--- src/rtl/vt_pkg.sv ---
package vt_pkg;
  localparam int NSRC = 3;
  localparam int NCMP = 2;
  localparam int AW   = 3;
  localparam int CTRL_W = 6;

  // source index doubles as priority rank: lower index wins
  localparam int SRC_CMP1 = 0;
  localparam int SRC_CMP2 = 1;
  localparam int SRC_OVF  = 2;

  localparam logic [AW-1:0] A_CTRL  = 3'd0;
  localparam logic [AW-1:0] A_COUNT = 3'd1;
  localparam logic [AW-1:0] A_CMP1  = 3'd2;
  localparam logic [AW-1:0] A_CMP2  = 3'd3;
  localparam logic [AW-1:0] A_VEC   = 3'd4;

  localparam int CB_RUN_LO = 0;
  localparam int CB_RUN_HI = 1;
  localparam int CB_TSEL   = 2;
  localparam int CB_IE_OVF = 3;
  localparam int CB_IE_C1  = 4;
  localparam int CB_IE_C2  = 5;

  function automatic logic [3:0] src_code(input int idx);
    case (idx)
      SRC_CMP1: src_code = 4'd2;
      SRC_CMP2: src_code = 4'd4;
      SRC_OVF:  src_code = 4'd10;
      default:  src_code = 4'd0;
    endcase
  endfunction
endpackage

--- src/rtl/vt_counter.sv ---
module vt_counter
  import vt_pkg::*;
#(
  parameter int CW = 16
) (
  input  logic                     clk,
  input  logic                     rst_n,
  input  logic                     run,
  input  logic                     tsel,
  input  logic                     tick_slow,
  input  logic                     tick_fast,
  input  logic                     load,
  input  logic [CW-1:0]            load_val,
  input  logic [NCMP-1:0][CW-1:0]  cmp_val,
  output logic [CW-1:0]            count,
  output logic                     step,
  output logic [NSRC-1:0]          ev
);
  localparam logic [CW-1:0] CMAX = {CW{1'b1}};

  logic          tick;
  logic [CW-1:0] cnt_q;
  logic [CW-1:0] cnt_inc;

  assign tick    = tsel ? tick_fast : tick_slow;
  assign step    = run & tick & ~load;
  assign cnt_inc = cnt_q + 1'b1;

  always_ff @(posedge clk or negedge rst_n) begin
    if (!rst_n)     cnt_q <= '0;
    else if (load)  cnt_q <= load_val;
    else if (step)  cnt_q <= cnt_inc;
  end

  for (genvar j = 0; j < NCMP; j++) begin : g_cmp
    assign ev[j] = step & (cnt_inc == cmp_val[j]);
  end
  assign ev[SRC_OVF] = step & (cnt_q == CMAX);

  assign count = cnt_q;
endmodule

--- src/rtl/vt_flags.sv ---
module vt_flags #(
  parameter int N = 3
) (
  input  logic         clk,
  input  logic         rst_n,
  input  logic [N-1:0] set,
  input  logic [N-1:0] clr,
  output logic [N-1:0] flag
);
  for (genvar i = 0; i < N; i++) begin : g_flag
    always_ff @(posedge clk or negedge rst_n) begin
      if (!rst_n)      flag[i] <= 1'b0;
      else if (set[i]) flag[i] <= 1'b1;
      else if (clr[i]) flag[i] <= 1'b0;
    end
  end
endmodule

--- src/rtl/vt_prio.sv ---
module vt_prio
  import vt_pkg::*;
#(
  parameter int N = NSRC
) (
  input  logic [N-1:0] pend,
  output logic [N-1:0] grant,
  output logic [3:0]   code
);
  always_comb begin
    grant = '0;
    code  = 4'd0;
    for (int i = N - 1; i >= 0; i--) begin
      if (pend[i]) begin
        grant    = '0;
        grant[i] = 1'b1;
        code     = src_code(i);
      end
    end
  end
endmodule

--- src/rtl/vec_timer.sv ---
module vec_timer
  import vt_pkg::*;
#(
  parameter int CW = 16
) (
  input  logic          clk,
  input  logic          rst_n,
  input  logic          tick_slow,
  input  logic          tick_fast,
  input  logic          bus_sel,
  input  logic          bus_wr,
  input  logic [2:0]    bus_addr,
  input  logic [CW-1:0] bus_wdata,
  output logic [CW-1:0] bus_rdata,
  output logic          irq
);
  logic [CTRL_W-1:0]         ctrl_q;
  logic [NCMP-1:0][CW-1:0]   cmp_q;
  logic [CW-1:0]             count;
  logic                      step;
  logic [NSRC-1:0]           ev;
  logic [NSRC-1:0]           flag_q;
  logic [NSRC-1:0]           ie;
  logic [NSRC-1:0]           grant;
  logic [NSRC-1:0]           clr;
  logic [3:0]                vec_code;
  logic                      wr_hit;
  logic                      vec_rd;
  logic                      load;
  logic                      run;

  assign wr_hit = bus_sel & bus_wr;
  assign vec_rd = bus_sel & ~bus_wr & (bus_addr == A_VEC);
  assign load   = wr_hit & (bus_addr == A_COUNT);
  assign run    = |ctrl_q[CB_RUN_HI:CB_RUN_LO];

  always_ff @(posedge clk or negedge rst_n) begin
    if (!rst_n) begin
      ctrl_q <= '0;
    end else if (wr_hit && bus_addr == A_CTRL) begin
      ctrl_q <= bus_wdata[CTRL_W-1:0];
    end
  end

  for (genvar j = 0; j < NCMP; j++) begin : g_cmpreg
    localparam logic [2:0] MY_ADDR = A_CMP1 + 3'(j);
    always_ff @(posedge clk or negedge rst_n) begin
      if (!rst_n)                          cmp_q[j] <= '0;
      else if (wr_hit && bus_addr == MY_ADDR) cmp_q[j] <= bus_wdata;
    end
  end

  vt_counter #(.CW(CW)) u_cnt (
    .clk       (clk),
    .rst_n     (rst_n),
    .run       (run),
    .tsel      (ctrl_q[CB_TSEL]),
    .tick_slow (tick_slow),
    .tick_fast (tick_fast),
    .load      (load),
    .load_val  (bus_wdata),
    .cmp_val   (cmp_q),
    .count     (count),
    .step      (step),
    .ev        (ev)
  );

  assign ie[SRC_CMP1] = ctrl_q[CB_IE_C1];
  assign ie[SRC_CMP2] = ctrl_q[CB_IE_C2];
  assign ie[SRC_OVF]  = ctrl_q[CB_IE_OVF];

  vt_flags #(.N(NSRC)) u_flags (
    .clk   (clk),
    .rst_n (rst_n),
    .set   (ev),
    .clr   (clr),
    .flag  (flag_q)
  );

  vt_prio #(.N(NSRC)) u_prio (
    .pend  (flag_q & ie),
    .grant (grant),
    .code  (vec_code)
  );

  assign clr = vec_rd ? grant : '0;
  assign irq = |(flag_q & ie);

  always_comb begin
    case (bus_addr)
      A_CTRL:  bus_rdata = CW'(ctrl_q);
      A_COUNT: bus_rdata = count;
      A_CMP1:  bus_rdata = cmp_q[0];
      A_CMP2:  bus_rdata = cmp_q[1];
      A_VEC:   bus_rdata = CW'(vec_code);
      default: bus_rdata = '0;
    endcase
  end
endmodule

--- config.mk ---
export PLATFORM = sky130hd
export DESIGN_NAME = vec_timer
export DESIGN_NICKNAME = d
export VERILOG_FILES = /design/src/rtl/vt_pkg.sv /design/src/rtl/vt_counter.sv /design/src/rtl/vt_flags.sv /design/src/rtl/vt_prio.sv /design/src/rtl/vec_timer.sv
export SDC_FILE = /design/constraint.sdc
export NUM_CORES = 1
export LEC_CHECK = 0
export BUFFER_PORTS_ARGS = -buffer_cell sky130_fd_sc_hd__buf_2
export CAP_MARGIN = 20
export CORE_UTILIZATION = 50
export CTS_CLUSTER_SIZE = 16
export DETAILED_ROUTE_END_ITERATION = 10
export GPL_TIMING_DRIVEN = 0
export HOLD_SLACK_MARGIN = 0.02
export PLACE_DENSITY = 0.69
export RECOVER_POWER = 50
export SLEW_MARGIN = 0
export SYNTH_ARGS = -nofsm -noshare
export SYNTH_HDL_FRONTEND = slang
export SYNTH_HIERARCHICAL = 1
export SYNTH_SLANG_ARGS = --single-unit
export TNS_END_PERCENT = 10
--- constraint.sdc ---
create_clock -name clk -period 2.8 [get_ports clk]
set_clock_uncertainty 0.05 [all_clocks]
set_input_delay 0.28 -clock clk [delete_from_list [all_inputs] [get_ports clk]]
set_output_delay 0.28 -clock clk [all_outputs]
set_load 0.005 [all_outputs]
* After elaboration in Yosys (flattened, before gate mapping)
Cells that the tools add are included.
Operators by class: add/subtract/negate cells 1, equal/unequal tests 7, multiplexer cells 17, bitwise gates (word level) 12, reduce and logical (&&, ||, !) cells 10
Operators by type and width (count):
- $pmux W16 S5 | 1
- $eq A16 B16 Y1 | 2
- $mux W16 | 2
- $add A16 B1 Y16 const B | 1
- $eq A16 B16 Y1 const B | 1
- $mux W3 | 4
- $mux W4 | 3
- $and A1 B1 Y1 | 9
- $reduce_bool A2 Y1 | 4
- $mux W1 | 7
- $eq A3 B2 Y1 const B | 2
- $and A3 B3 Y3 | 1
- $eq A3 B1 Y1 const B | 1
- $eq A3 B3 Y1 const B | 1
- $logic_and A1 B1 Y1 | 3
- $logic_not A3 Y1 | 1
- $reduce_or A3 Y1 | 1
- $not A1 Y1 | 2
- $reduce_or A2 Y1 | 1
Word-level totals: register bits after elaboration 57, input port bits 25, output and inout bits 17, word-level logic and storage cells 54

* Longest topological paths before layout
depth in word-level cells 7, mapped depth 9

* By module
Netlist, hierarchy kept.
Modules (own cells, without submodules):
- vec_timer | times used 1, cells each 160, area an instance 2102.0 µm², seq. area each 950.9 µm²
- vt_counter | times used 1, cells each 241, area an instance 1868.0 µm², seq. area each 400.4 µm²
- vt_flags | times used 1, cells each 9, area an instance 108.9 µm², seq. area each 75.1 µm²
- vt_prio | times used 1, cells each 9, area an instance 63.8 µm², seq. area each 0.0 µm²

* Least setup slack after synthesis
Ideal clock, no wire load.
kind register -> register, start point reg u_cnt.cnt_q[1] (netlist: u_cnt/count[1]), end point reg u_flags.flag[1], library setup time 0.064 ns, data arrival time 1.935 ns, slack 0.751 ns, stages on the path, launching flop included 9, clock period less this slack 2.049 ns, path through dfrtp_1 > ha_1 > nand3_2 > nor2_1 > a21oi_1 > a2111oi_0 > nand4_1 > nor4_1 > a21o_1
On the way: cells in the longest elaborated chain, start to end 4, elaborated cells between the ends (all ways) 5, classes of those cells add/sub (1); eq/ne (1); mux (1); bitwise (1); reduce/logical (1)
RTL lines:
- start: declaration | RTL line vt_counter.sv:22 | logic [CW-1:0] cnt_q;
- start signal: assignment | RTL line vt_counter.sv:31 | else if (load) cnt_q <= load_val;
- start signal: assignment | RTL line vt_counter.sv:32 | else if (step) cnt_q <= cnt_inc;
- $add A16 B1 Y16 (*) | RTL line vt_counter.sv:27 | assign cnt_inc = cnt_q + 1'b1;
- $eq A16 B16 Y1 (*) | RTL line vt_counter.sv:36 | assign ev[j] = step & (cnt_inc == cmp_val[j]);
- $and A1 B1 Y1 (*) | RTL line vt_counter.sv:36
- named net ev[1] | RTL line vec_timer.sv:21 | logic [NSRC-1:0] ev;
- $mux W1 / $reduce_bool A2 Y1 (equally long branches)
- end signal: indexed assignment | RTL line vt_flags.sv:12 | if (!rst_n) flag[i] <= 1'b0;
- end signal: indexed assignment | RTL line vt_flags.sv:13 | else if (set[i]) flag[i] <= 1'b1;
- end signal: indexed assignment | RTL line vt_flags.sv:14 | else if (clr[i]) flag[i] <= 1'b0;
- end: declaration | RTL line vt_flags.sv:8 | output logic [N-1:0] flag
Mark *: on every way through the listed nets, which the timed path passes. The rest lies on a longest branch. A chain may end at the register's enable or synchronous reset.

* Final worst setup path
Same ends and word-level chain as after synthesis.

==> flow_metrics.py <==
metrics = {
    "grt": {
        "grt_pass1_vias": 3277,
        "antenna_found_initial": 0,
        "grt_pass1_wl_mm": 16.86,
        "grt_start_max_net_pins": 33,
        "overflow": 0,
        "track_usage": 0.2616,
    },
    "route": {
        "remaining_drc_errors": 0,
        "wire_per_inst_um": 17.88,
        "dr.pass1.iters": 4,
        "route.vias.total": 3288,
        "ant_nets": 0,
        "viasPerCell": 5.689,
        "routed_wl_mm": 10.34,
        "drtIter0Drc": 200,
    },
    "layout": {
        "area_growth_pct": 12.29,
        "stdcell_count": 578,
        "nNetsFinal": 498,
        "layout-drive-gt1-share": 0.2773,
        "utilization": 0.5898,
        "antenna_cells": 0,
        "fill_cells": 718,
    },
    "synth": {
        "syn_inst": 419,
        "synth_compound_area_frac": 0.1018,
        "synth_xor_area_frac": 0.1184,
        "synth_fa_ha_area_frac": 0.003020,
        "muxShareOfSynthArea": 0.1761,
        "yosysWarnings": 6,
        "synth_edf_count": 0,
        "netlist_area_mm2": 0.004143,
        "synthSimpleGateAreaFrac": 0.2002,
        "syn-mean-instance-area_um2": 9.887,
        "syn_nets": 445,
        "synth_ff_type": "dfrtp_1",
        "ys_types": 62,
        "synth_top_family_by_area": "simple AND/OR/NAND/NOR gates",
        "yosysSeqAreaShare": 0.3443,
        "synthArstFlopShare": 1.000,
        "ys_ff_latch": 57,
    },
    "pwr": {
        "p_per_area_mw_per_mm2": 726.7,
        "p_leak_nw": 2.009,
        "power_mw": 3.381,
        "irDropWorstVdd_v": 0.0003725,
    },
    "clock_tree": {
        "cts_root_buffer": "clkbuf_8",
        "htreeDepth": 3,
        "tritoncts": "done",
        "post_cts_buffers": 0,
        "cts.clk_slew.worst_paths_ns": 0.07,
        "clock_latency_ns": 0.35,
        "cts_sinks": 57,
        "cts_made_buffers": 9,
        "clockBufferDepth": 2,
    },
    "critical_path": {
        "crit_start": "u_cnt/count[1]",
        "path_buf_inv": 0,
        "crit_path_end_kind": "register",
        "cp.required_ns": 3.04,
        "critPathMaxFanout": 9,
        "critPathKind": "reg -> reg",
        "crit_arrival_ns": 2.82,
        "cpPeakStageDelay_ns": 0.46,
        "crit_end": "u_flags/flag[1]",
        "crit_cells": 8,
        "regToRegEndpoint": "u_flags/flag[1]",
        "start_kind": "register",
        "reg2reg_depth": 8,
        "r2r-start": "u_cnt/count[1]",
        "critPathSlowestCell": "dfrtp_1",
        "r2r_setup_slack_ns": 0.22,
        "cp_cell_sequence": "ha_1 > nand3_2 > nor2_1 > a21oi_1 > a2111oi_2 > nand4_1 > nor4_2 > a21o_1",
        "cpLargestDelayFamily": "simple AND/OR/NAND/NOR gates",
    },
    "floorplan": {
        "io_pins": 42,
        "initial_utilization": 0.5252,
        "die_height_um": 93.03,
        "coreArea_mm2": 0.007888,
        "die_w_um": 93.03,
        "die_area_mm2": 0.008654,
        "rows": 32,
    },
    "placement": {
        "dp_cells": 562,
        "port_buffers": 40,
        "pre_cts_slack_ns": -0.05664,
        "gp_congestion": 0.9074,
        "hpwl_mm": 7.815,
    },
    "outcome": {
        "outcome": "finished, violations left",
        "violations": "capacitance limit, slew limit",
    },
    "sta": {
        "maxSlewHeadroom": -0.01579,
        "fin_ws_ns": 0.2160,
        "final.period_utilization": 0.9229,
        "drv_slew": 26,
        "fin_tns_setup_ns": 0,
        "setup_viol": 0,
        "max_freq_mhz": 387.0,
        "worst_pin_slew_ns": 1.524,
        "rsz0062_at_grt": "false",
        "period_needed_ns": 2.584,
        "hold_viol": 0,
    },
    "min_path": {
        "hold_class": "in -> reg",
    },
    "flow_run": {
        "drv_cap": 1,
    },
}
-- per-stage QoR --
step / hold WS [ns] / cell area [um^2]
global placement: 0.4027 / 4471
floorplan: -0.06559 / 4143
finish: 0.1174 / 4652
CTS: 0.09947 / 4691
detailed placement: 0.2791 / 4491
global route: 0.1061 / 4652
-- area by class of cell --
class                      count  area (um^2)  share of cell area
sequential                    57         1426              0.3066
buffer                        30        168.9             0.03631
tap                          102        127.6             0.02743
timing repair buffer          42        227.7             0.04895
clock inverter                 6        60.06             0.01291
inverter                      12        45.04            0.009683
multi-input combinational    320         2472              0.5315
clock buffer                   9        123.9             0.02663
-- state kept, by name, summed over array words and instances (netlist names) --
signal and count:
u_cnt/count 16, cmp_q 32, ctrl_q 6, u_flags/flag 3
-- Yosys cell counts (all sizes together), types with 2 or more instances --
cell / instances / area share
nor4: 6 / 0.013
a21oi: 7 / 0.0085
xnor2: 31 / 0.066
nor3: 9 / 0.011
a221o: 3 / 0.0072
a21o: 4 / 0.0072
a2111oi: 2 / 0.0057
nor2: 35 / 0.040
and2: 5 / 0.0076
inv: 12 / 0.011
nand3b: 3 / 0.0085
o2bb2ai: 2 / 0.0042
xor2: 25 / 0.053
or3: 2 / 0.0042
a31oi: 2 / 0.0030
nand2b: 6 / 0.013
mux2i: 5 / 0.012
and3: 2 / 0.0030
nand3: 11 / 0.016
nor2b: 6 / 0.0091
mux2: 53 / 0.15
mux4: 2 / 0.011
dfrtp: 57 / 0.34
o21ai: 22 / 0.027
nand2: 36 / 0.033
nor4b: 2 / 0.0042
a22oi: 10 / 0.018
or2: 3 / 0.0045
clkbuf: 10 / 0.0094
nor3b: 3 / 0.0054
buf: 20 / 0.035
nand4: 8 / 0.023
-- worst register-to-register path, stage by stage (launching register included) --
cell,delay (ns)
dfrtp_1,0.46
ha_1,0.30
nand3_2,0.25
nor2_1,0.27
a21oi_1,0.13
a2111oi_2,0.36
nand4_1,0.20
nor4_2,0.39
a21o_1,0.12
-- power breakdown --
part | internal (mW) | switching (mW)
registers | 1.03 | 0.212
clock network | 0.400 | 0.340
logic | 0.676 | 0.723
-- cell families (layout without fill, tap and decap cells) --
| family | after synthesis | in the layout |
|---|---|---|
| muxes | 60 | 60 |
| DFF | 57 | 57 |
| adders and majority gates | 1 | 1 |
| other | 1 | 1 |
| buffers and inverters | 42 | 99 |
| and+or+nand+nor | 140 | 140 |
| AOI/OAI and AO/OA | 62 | 62 |
| xor gates and xnor gates | 56 | 56 |
-- layout by cell type, fill, tap and decap left out, types with 4 or more instances in the layout --
cell | Yosys | final
nand3_1 | 9 | 9
xor2_1 | 25 | 25
mux2_1 | 17 | 17
nand2_1 | 36 | 36
nor2b_1 | 6 | 6
nand2b_1 | 4 | 4
mux2_2 | 26 | 26
mux2i_1 | 5 | 5
nor2_2 | 4 | 5
dfrtp_1 | 57 | 57
a21oi_1 | 7 | 7
a22oi_1 | 10 | 10
buf_4 | 8 | 8
a21o_1 | 4 | 4
buf_2 | 8 | 46
nor3_1 | 9 | 9
mux2_4 | 10 | 10
and2_1 | 5 | 5
clkbuf_8 | 0 | 9
nor2_1 | 28 | 29
o21ai_0 | 22 | 22
xnor2_1 | 31 | 31
clkbuf_1 | 9 | 13
nor4_1 | 5 | 4
nand4_1 | 5 | 6
inv_1 | 12 | 12
-- per-layer routing --
layer / wire length, um / global-route usage / up-vias
met4: 278 / 0.1295 / 0
met5: 0 / 0 / -
met1: 4793 / 0.3529 / 1600
met3: 595 / 0.05366 / 21
met2: 4668 / 0.3995 / 96
li1: - / - / 1571
-- worst min path at each step --
stage / cells past startpoint / end / slack [ns] / startpoint
after floorplan: 0 / cmp_q[0] / -0.07 / rst_n
after global placement: 1 / u_flags/flag[1] / 0.40 / u_flags/flag[1]
after detailed placement: 1 / u_flags/flag[0] / 0.28 / rst_n
after CTS: 3 / u_cnt/count[15] / 0.1 / bus_wdata[15]
after global routing: 3 / u_cnt/count[15] / 0.11 / bus_wdata[15]
final: 3 / u_cnt/count[15] / 0.12 / bus_wdata[15]
-- timing repair --
action / 4_1_cts / 5_1_grt
resized for setup: 1 / 3
endpoints found under the hold margin: 25 / 0
hold buffers: 1 / 0
endpoints found under the setup margin: 1 / 1
Power figures use the tool's default switching activity.
